`src/rtl/boot_init_pkg.sv`:
```
package boot_init_pkg;
  typedef enum logic [1:0] {
    JOB_PROG = 2'd0,
    JOB_PAR  = 2'd1,
    JOB_DAT  = 2'd2,
    JOB_IDLE = 2'd3
  } job_e;

  localparam int unsigned MODE_W = 3;
endpackage

```
`src/rtl/boot_rst_sync.sv`:
```
// Reset release is retimed to the falling clock edge; assertion stays asynchronous.
module boot_rst_sync (
  input  logic clk_i,
  input  logic rst_ni,
  output logic rst_no
);
  logic [1:0] sync_q;

  always_ff @(negedge clk_i or negedge rst_ni) begin
    if (!rst_ni) sync_q <= 2'b00;
    else         sync_q <= {sync_q[0], 1'b1};
  end

  assign rst_no = sync_q[1];
endmodule

```
`src/rtl/boot_window_ctr.sv`:
```
module boot_window_ctr #(
  parameter int unsigned WINDOW_CYCLES = 8192,
  localparam int unsigned CW = $clog2(WINDOW_CYCLES) + 1
) (
  input  logic          clk_i,
  input  logic          rst_ni,
  output logic [CW-1:0] cnt_o,
  output logic          active_o,
  output logic          done_o
);
  logic [CW-1:0] cnt_q;

  always_ff @(posedge clk_i or negedge rst_ni) begin
    if (!rst_ni)       cnt_q <= '0;
    else if (active_o) cnt_q <= cnt_q + 1'b1;
  end

  assign active_o = rst_ni && (cnt_q < CW'(WINDOW_CYCLES));
  assign done_o   = (cnt_q == CW'(WINDOW_CYCLES));
  assign cnt_o    = cnt_q;
endmodule

```
`src/rtl/boot_job_decode.sv`:
```
// Maps the window count onto program, parameter and data-clear slots, back to back.
module boot_job_decode
  import boot_init_pkg::*;
#(
  parameter int unsigned CW        = 14,
  parameter int unsigned PROG_WORDS = 1024,
  parameter int unsigned PAR_WORDS  = 1024,
  parameter int unsigned DAT_WORDS  = 2048,
  localparam int unsigned PROG_AW = $clog2(PROG_WORDS),
  localparam int unsigned PAR_AW  = $clog2(PAR_WORDS),
  localparam int unsigned DAT_AW  = $clog2(DAT_WORDS),
  localparam int unsigned PAR_BASE = PROG_WORDS,
  localparam int unsigned DAT_BASE = PROG_WORDS + PAR_WORDS,
  localparam int unsigned JOB_END  = PROG_WORDS + PAR_WORDS + DAT_WORDS
) (
  input  logic [CW-1:0]      cnt_i,
  input  logic               active_i,
  output job_e               job_o,
  output logic [PROG_AW-1:0] prog_addr_o,
  output logic [PAR_AW-1:0]  par_addr_o,
  output logic [DAT_AW-1:0]  dat_addr_o
);
  always_comb begin
    if (!active_i)                     job_o = JOB_IDLE;
    else if (cnt_i < CW'(PAR_BASE))    job_o = JOB_PROG;
    else if (cnt_i < CW'(DAT_BASE))    job_o = JOB_PAR;
    else if (cnt_i < CW'(JOB_END))     job_o = JOB_DAT;
    else                               job_o = JOB_IDLE;
  end

  assign prog_addr_o = PROG_AW'(cnt_i);
  assign par_addr_o  = PAR_AW'(cnt_i - CW'(PAR_BASE));
  assign dat_addr_o  = DAT_AW'(cnt_i - CW'(DAT_BASE));
endmodule

```
`src/rtl/boot_wr_stage.sv`:
```
// One-cycle alignment of address/enable with synchronous ROM read data.
module boot_wr_stage #(
  parameter int unsigned AW = 10,
  parameter int unsigned DW = 32
) (
  input  logic          clk_i,
  input  logic          rst_ni,
  input  logic          vld_i,
  input  logic [AW-1:0] addr_i,
  input  logic [DW-1:0] data_i,
  output logic          we_o,
  output logic [AW-1:0] addr_o,
  output logic [DW-1:0] data_o
);
  logic          vld_q;
  logic [AW-1:0] addr_q;

  always_ff @(posedge clk_i or negedge rst_ni) begin
    if (!rst_ni) begin
      vld_q  <= 1'b0;
      addr_q <= '0;
    end else begin
      vld_q  <= vld_i;
      addr_q <= addr_i;
    end
  end

  assign we_o   = vld_q && rst_ni;
  assign addr_o = addr_q;
  assign data_o = data_i;
endmodule

```
`src/rtl/boot_init_seq.sv`:
```
module boot_init_seq
  import boot_init_pkg::*;
#(
  parameter int unsigned WINDOW_CYCLES = 8192,
  parameter int unsigned PROG_WORDS    = 1024,
  parameter int unsigned PROG_DW       = 32,
  parameter int unsigned PAR_WORDS     = 1024,
  parameter int unsigned PAR_DW        = 28,
  parameter int unsigned DAT_WORDS     = 2048,
  parameter int unsigned DAT_DW        = 24,
  localparam int unsigned PROG_AW = $clog2(PROG_WORDS),
  localparam int unsigned PAR_AW  = $clog2(PAR_WORDS),
  localparam int unsigned DAT_AW  = $clog2(DAT_WORDS)
) (
  input  logic               clk_i,
  input  logic               rst_ni,
  input  logic [MODE_W-1:0]  mode_pins_i,
  output logic [MODE_W-1:0]  mode_o,
  output logic               ready_o,
  output logic               prog_rom_re_o,
  output logic [PROG_AW-1:0] prog_rom_addr_o,
  input  logic [PROG_DW-1:0] prog_rom_data_i,
  output logic               par_rom_re_o,
  output logic [PAR_AW-1:0]  par_rom_addr_o,
  input  logic [PAR_DW-1:0]  par_rom_data_i,
  output logic               prog_ram_we_o,
  output logic [PROG_AW-1:0] prog_ram_addr_o,
  output logic [PROG_DW-1:0] prog_ram_wdata_o,
  output logic               par_ram_we_o,
  output logic [PAR_AW-1:0]  par_ram_addr_o,
  output logic [PAR_DW-1:0]  par_ram_wdata_o,
  output logic               dat_ram_we_o,
  output logic [DAT_AW-1:0]  dat_ram_addr_o,
  output logic [DAT_DW-1:0]  dat_ram_wdata_o
);
  localparam int unsigned CW = $clog2(WINDOW_CYCLES) + 1;

  logic              rst_int_n;
  logic [CW-1:0]     cnt;
  logic              active;
  logic              done;
  job_e              job;
  logic [PROG_AW-1:0] prog_addr;
  logic [PAR_AW-1:0]  par_addr;
  logic [DAT_AW-1:0]  dat_addr;
  logic [MODE_W-1:0]  mode_q;
  logic               cap_q;

  boot_rst_sync u_rst_sync (
    .clk_i  (clk_i),
    .rst_ni (rst_ni),
    .rst_no (rst_int_n)
  );

  boot_window_ctr #(.WINDOW_CYCLES(WINDOW_CYCLES)) u_ctr (
    .clk_i    (clk_i),
    .rst_ni   (rst_int_n),
    .cnt_o    (cnt),
    .active_o (active),
    .done_o   (done)
  );

  boot_job_decode #(
    .CW(CW), .PROG_WORDS(PROG_WORDS), .PAR_WORDS(PAR_WORDS), .DAT_WORDS(DAT_WORDS)
  ) u_dec (
    .cnt_i       (cnt),
    .active_i    (active),
    .job_o       (job),
    .prog_addr_o (prog_addr),
    .par_addr_o  (par_addr),
    .dat_addr_o  (dat_addr)
  );

  // Strap pins sampled once per reset release.
  always_ff @(posedge clk_i or negedge rst_int_n) begin
    if (!rst_int_n) begin
      mode_q <= '0;
      cap_q  <= 1'b0;
    end else if (active && !cap_q) begin
      mode_q <= mode_pins_i;
      cap_q  <= 1'b1;
    end
  end

  assign mode_o  = mode_q;
  assign ready_o = done && rst_int_n;

  assign prog_rom_re_o   = (job == JOB_PROG);
  assign prog_rom_addr_o = prog_addr;
  assign par_rom_re_o    = (job == JOB_PAR);
  assign par_rom_addr_o  = par_addr;

  boot_wr_stage #(.AW(PROG_AW), .DW(PROG_DW)) u_prog_wr (
    .clk_i  (clk_i),
    .rst_ni (rst_int_n),
    .vld_i  (job == JOB_PROG),
    .addr_i (prog_addr),
    .data_i (prog_rom_data_i),
    .we_o   (prog_ram_we_o),
    .addr_o (prog_ram_addr_o),
    .data_o (prog_ram_wdata_o)
  );

  boot_wr_stage #(.AW(PAR_AW), .DW(PAR_DW)) u_par_wr (
    .clk_i  (clk_i),
    .rst_ni (rst_int_n),
    .vld_i  (job == JOB_PAR),
    .addr_i (par_addr),
    .data_i (par_rom_data_i),
    .we_o   (par_ram_we_o),
    .addr_o (par_ram_addr_o),
    .data_o (par_ram_wdata_o)
  );

  boot_wr_stage #(.AW(DAT_AW), .DW(DAT_DW)) u_dat_wr (
    .clk_i  (clk_i),
    .rst_ni (rst_int_n),
    .vld_i  (job == JOB_DAT),
    .addr_i (dat_addr),
    .data_i ('0),
    .we_o   (dat_ram_we_o),
    .addr_o (dat_ram_addr_o),
    .data_o (dat_ram_wdata_o)
  );
endmodule

```
`config.mk`:
```
export PLATFORM = sky130hd
export DESIGN_NAME = boot_init_seq
export DESIGN_NICKNAME = d
export VERILOG_FILES = /design/src/rtl/boot_init_pkg.sv /design/src/rtl/boot_rst_sync.sv /design/src/rtl/boot_window_ctr.sv /design/src/rtl/boot_job_decode.sv /design/src/rtl/boot_wr_stage.sv /design/src/rtl/boot_init_seq.sv
export SDC_FILE = /design/constraint.sdc
export NUM_CORES = 1
export LEC_CHECK = 0
export BUFFER_PORTS_ARGS = -buffer_cell sky130_fd_sc_hd__clkbuf_2
export CAP_MARGIN = 30
export CORE_AREA = 2 2 81 83
export DETAILED_ROUTE_END_ITERATION = 8
export DIE_AREA = 0 0 83 85
export GPL_ROUTABILITY_DRIVEN = 0
export PLACE_DENSITY = 0.81
export SLEW_MARGIN = 10
export SYNTH_ARGS = -nofsm -noshare
export SYNTH_HDL_FRONTEND = slang
export SYNTH_SLANG_ARGS = --single-unit
```
`constraint.sdc`:
```
create_clock -name clk_i -period 2.5 [get_ports clk_i]
set_clock_uncertainty 0.15 [all_clocks]
set_input_delay 0.5 -clock clk_i [delete_from_list [all_inputs] [get_ports clk_i]]
set_output_delay 0.5 -clock clk_i [all_outputs]
set_load 0.02 [all_outputs]
```
==> metrics.md <==
| Metric | Value |
|---|---|
| Worst path cell trace | buf_4 > nand2b_4 > nor4b_4 > buf_4 |
| Yosys top cell area share | 0.417 |
| ANT cells | 0 |
| Nets | 267 |
| Antenna violations before repair | 0 |
| Die Y | 85 um |
| Leak Pwr | 0.00114 uW |
| CP most frequent cell | buf_4 |
| Final Max Tran Viols | 0 |
| Hold Crit Class | register to register |
| Vias in the first global route | 1,149 |
| Critical path destination | par_rom_re_o |
| CTS tree | done |
| Drt initial violations | 28 |
| IR drop worst, VDD | 0.505 mV |
| Final core occ | 0.346 |
| Final ANT Viol Nets | 0 |
| Most common cell after layout, fill and taps aside | clkbuf_2 |
| PortBufs | 64 |
| Outcome | finished, violations left |
| Layout cells sized above 1 | 0.527 |
| Most frequent cells in the layout | clkbuf_2 (58), dfrtp_1 (32), conb_1 (25) |
| Crit start category | register |
| Number of H-tree levels | 2 |
| CP max-delay cell | dfrtn_1 |
| Area Overhead vs Synth | -3.92% |
| Worst-skew pair later-pin latency | 0.29 ns |
| Via count | 1,211 |
| Critical path class | register to primary output |
| Hold Vio Cnt, Final | 0 |
| Worst Setup SP | u_rst_sync.sync_q[1]$_DFF_NN0_ |
| Seq/Total Area, Yosys | 0.381 |
| Largest net degree at the start of global routing | 15 |
| Syn Std Cell Area | 2230 um^2 |
| Worst reg2reg path startpoint | u_rst_sync.sync_q[1]$_DFF_NN0_ |
| Cell type with the highest aggregate area in the netlist | buf_4 |
| YS warnings | 0 |
| Post-route setup slack | -0.734 ns |
| Crit path max fanout | 3 |
| TritonCTS sink count | 34 |
| Syn_area_per_cell | 10.1 um^2 |
| Die W | 83 um |
| R2r endpoint | u_ctr.cnt_o[9]$_DFFE_PN0P_ |
| CTS root buf | clkbuf_8 |
| DR DRC count | 0 |
| Synth Instances | 221 |
| Flops & latches, synth | 34 |
| Tot GR Track Use | 0.113 |
| Pwr dens | 1020 nW/um^2 |
| Worst setup EP type | primary output |
| Final setup fails | 23 |
| Num ports | 209 |
| Max Cap Violations | 0 |
| Worst path arrival time | 2.58 ns |
| R2r setup slk | -0.48 ns |
| First-pass GRT wire length | 6.20 mm |
| Yosys cell types | 29 |
| Pre-CTS worst setup slack | -0.497 ns |
| Failing checks | setup timing |
| Top cells by area, synth | buf_4 (42%), dfrtp_1 (36%), xor2_1 (3.1%), dfrtn_1 (2.2%), nor4_1 (2.2%) |
| Critical Path RT | 1.85 ns |
| Die Area | 7060 um^2 |
| Clock transition at path regs | 0.05 ns |
| 1st-pass router iterations | 4 |
| Vias/cell | 4.36 |
| Clock tree buffer depth | 2 |
| Routed wire per std cell | 14.8 um |
| Max incr delay on CP | 0.40 ns |
| Core area | 6200 um^2 |
| # rows | 29 |
| GRT Residual Overflow | 0 |
| Post-DP HPWL | 3.06 mm |
| FF-to-FF path depth | 5 |
| TritonCTS Buffers | 5 |
| RSZ-0062 raised after global routing | yes |
| Drt total wl | 4.11 mm |
| Starting Density | 0.360 |
[state kept, by name, summed over array words and instances, names as in the netlist]
name,cells
u_ctr.cnt_o,14
mode_o,3
u_rst_sync.sync_q,2
u_dat_wr.vld_q,1
u_par_wr.vld_q,1
u_dat_wr.addr_o,11
u_prog_wr.vld_q,1
cap_q,1
[stage by stage]
stage | hold slack, ns | instance area (um^2) | cells | total power (uW) | TNS [ns]
after floorplan | 0.142 | 2390 | 244 | 1880 | -27.93
after global placement | 0.143 | 1920 | 266 | 1760 | -6.73
after detailed placement | 0.146 | 1920 | 266 | 1780 | -7.38
after CTS | 0.146 | 2060 | 276 | 2180 | -9.67
after global routing | 0.156 | 2140 | 278 | 2310 | -10.91
final | 0.146 | 2140 | 278 | 2190 | -8.92
[critical path: cells and delay by family (launching register included)]
kind / cells / cell delay (ns)
buffers and inverters: 2 / 0.34
flip-flops: 1 / 0.40
AND/OR/NAND/NOR: 2 / 0.30
[timing repair]
| item | 4_1_cts | 5_1_grt |
|---|---|---|
| buffers inserted | 2 | 2 |
| pin swaps | 3 | 1 |
| hold buffers | 0 | 0 |
| gates resized for setup | 9 | 19 |
| endpoints found under the setup margin | 22 | 23 |
[cell usage after synthesis]
cell type	instances
nor3_1	3
nand2b_1	2
and3_1	1
nand4_1	4
nor4b_1	1
nand4b_1	1
buf_2	1
nand3_1	2
xnor2_1	3
ha_1	2
clkbuf_1	1
buf_4	124
inv_1	4
nor3b_1	1
conb_1	2
dfrtn_1	2
nand3b_1	1
xor2_1	8
nor4_1	8
or4_4	1
mux2_2	4
o21bai_2	1
dfrtp_1	32
nand2_4	1
nor2_1	3
nand3_2	1
nand2_1	3
and2_1	3
xnor2_2	1
[cells by family (layout without fill, tap and decap cells)]
| logic type | count (synthesis) | in the layout | share of synthesized area |
|---|---|---|---|
| xor+xnor | 12 | 12 | 0.0505 |
| flops | 34 | 34 | 0.381 |
| compound gates | 1 | 1 | 0.00504 |
| other cells | 2 | 25 | 0.00336 |
| simple gates | 36 | 36 | 0.101 |
| buf+inv | 130 | 87 | 0.428 |
| fa+ha+maj | 2 | 2 | 0.0112 |
| mux | 4 | 4 | 0.0202 |
[power breakdown]
part | total [uW] | internal [uW] | leakage, uW | switching, uW
Clock | 382 | 198 | 0.0000395 | 184
Combinational | 954 | 298 | 0.000674 | 655
Sequential | 854 | 671 | 0.000430 | 183
Total | 2190 | 1170 | 0.00114 | 1020
[routing by layer]
| layer | vias up | routed length [um] | global-route usage |
|---|---|---|---|
| li1 | 510 | - | - |
| met1 | 573 | 1450 | 0.117 |
| met2 | 110 | 1910 | 0.166 |
| met3 | 18 | 588 | 0.0759 |
| met4 | 0 | 151 | 0.0760 |
| met5 | - | 0 | 0.00699 |
[worst min path at each step]
| stage | startpoint | endpoint | slack [ns] | depth (start not counted) |
|---|---|---|---|---|
| after floorplan | u_rst_sync.sync_q[0]$_DFF_NN0_ | u_rst_sync.sync_q[1]$_DFF_NN0_ | 0.14 | 0 |
| after global placement | u_rst_sync.sync_q[0]$_DFF_NN0_ | u_rst_sync.sync_q[1]$_DFF_NN0_ | 0.14 | 0 |
| after detailed placement | u_rst_sync.sync_q[0]$_DFF_NN0_ | u_rst_sync.sync_q[1]$_DFF_NN0_ | 0.15 | 0 |
| after CTS | u_rst_sync.sync_q[0]$_DFF_NN0_ | u_rst_sync.sync_q[1]$_DFF_NN0_ | 0.15 | 0 |
| after global routing | u_rst_sync.sync_q[0]$_DFF_NN0_ | u_rst_sync.sync_q[1]$_DFF_NN0_ | 0.16 | 0 |
| final | u_rst_sync.sync_q[0]$_DFF_NN0_ | u_rst_sync.sync_q[1]$_DFF_NN0_ | 0.15 | 0 |
[layout make-up]
| cell class | count | area, um^2 |
|---|---|---|
| clock buffers | 8 | 80.1 |
| fillers | 614 | 4060 |
| multi-input cells | 80 | 654 |
| inverters | 4 | 15.0 |
| repair buffers | 75 | 448 |
| flip-flops and latches | 34 | 851 |
| well taps | 77 | 96.3 |
(Power assumes the default switching activity.)
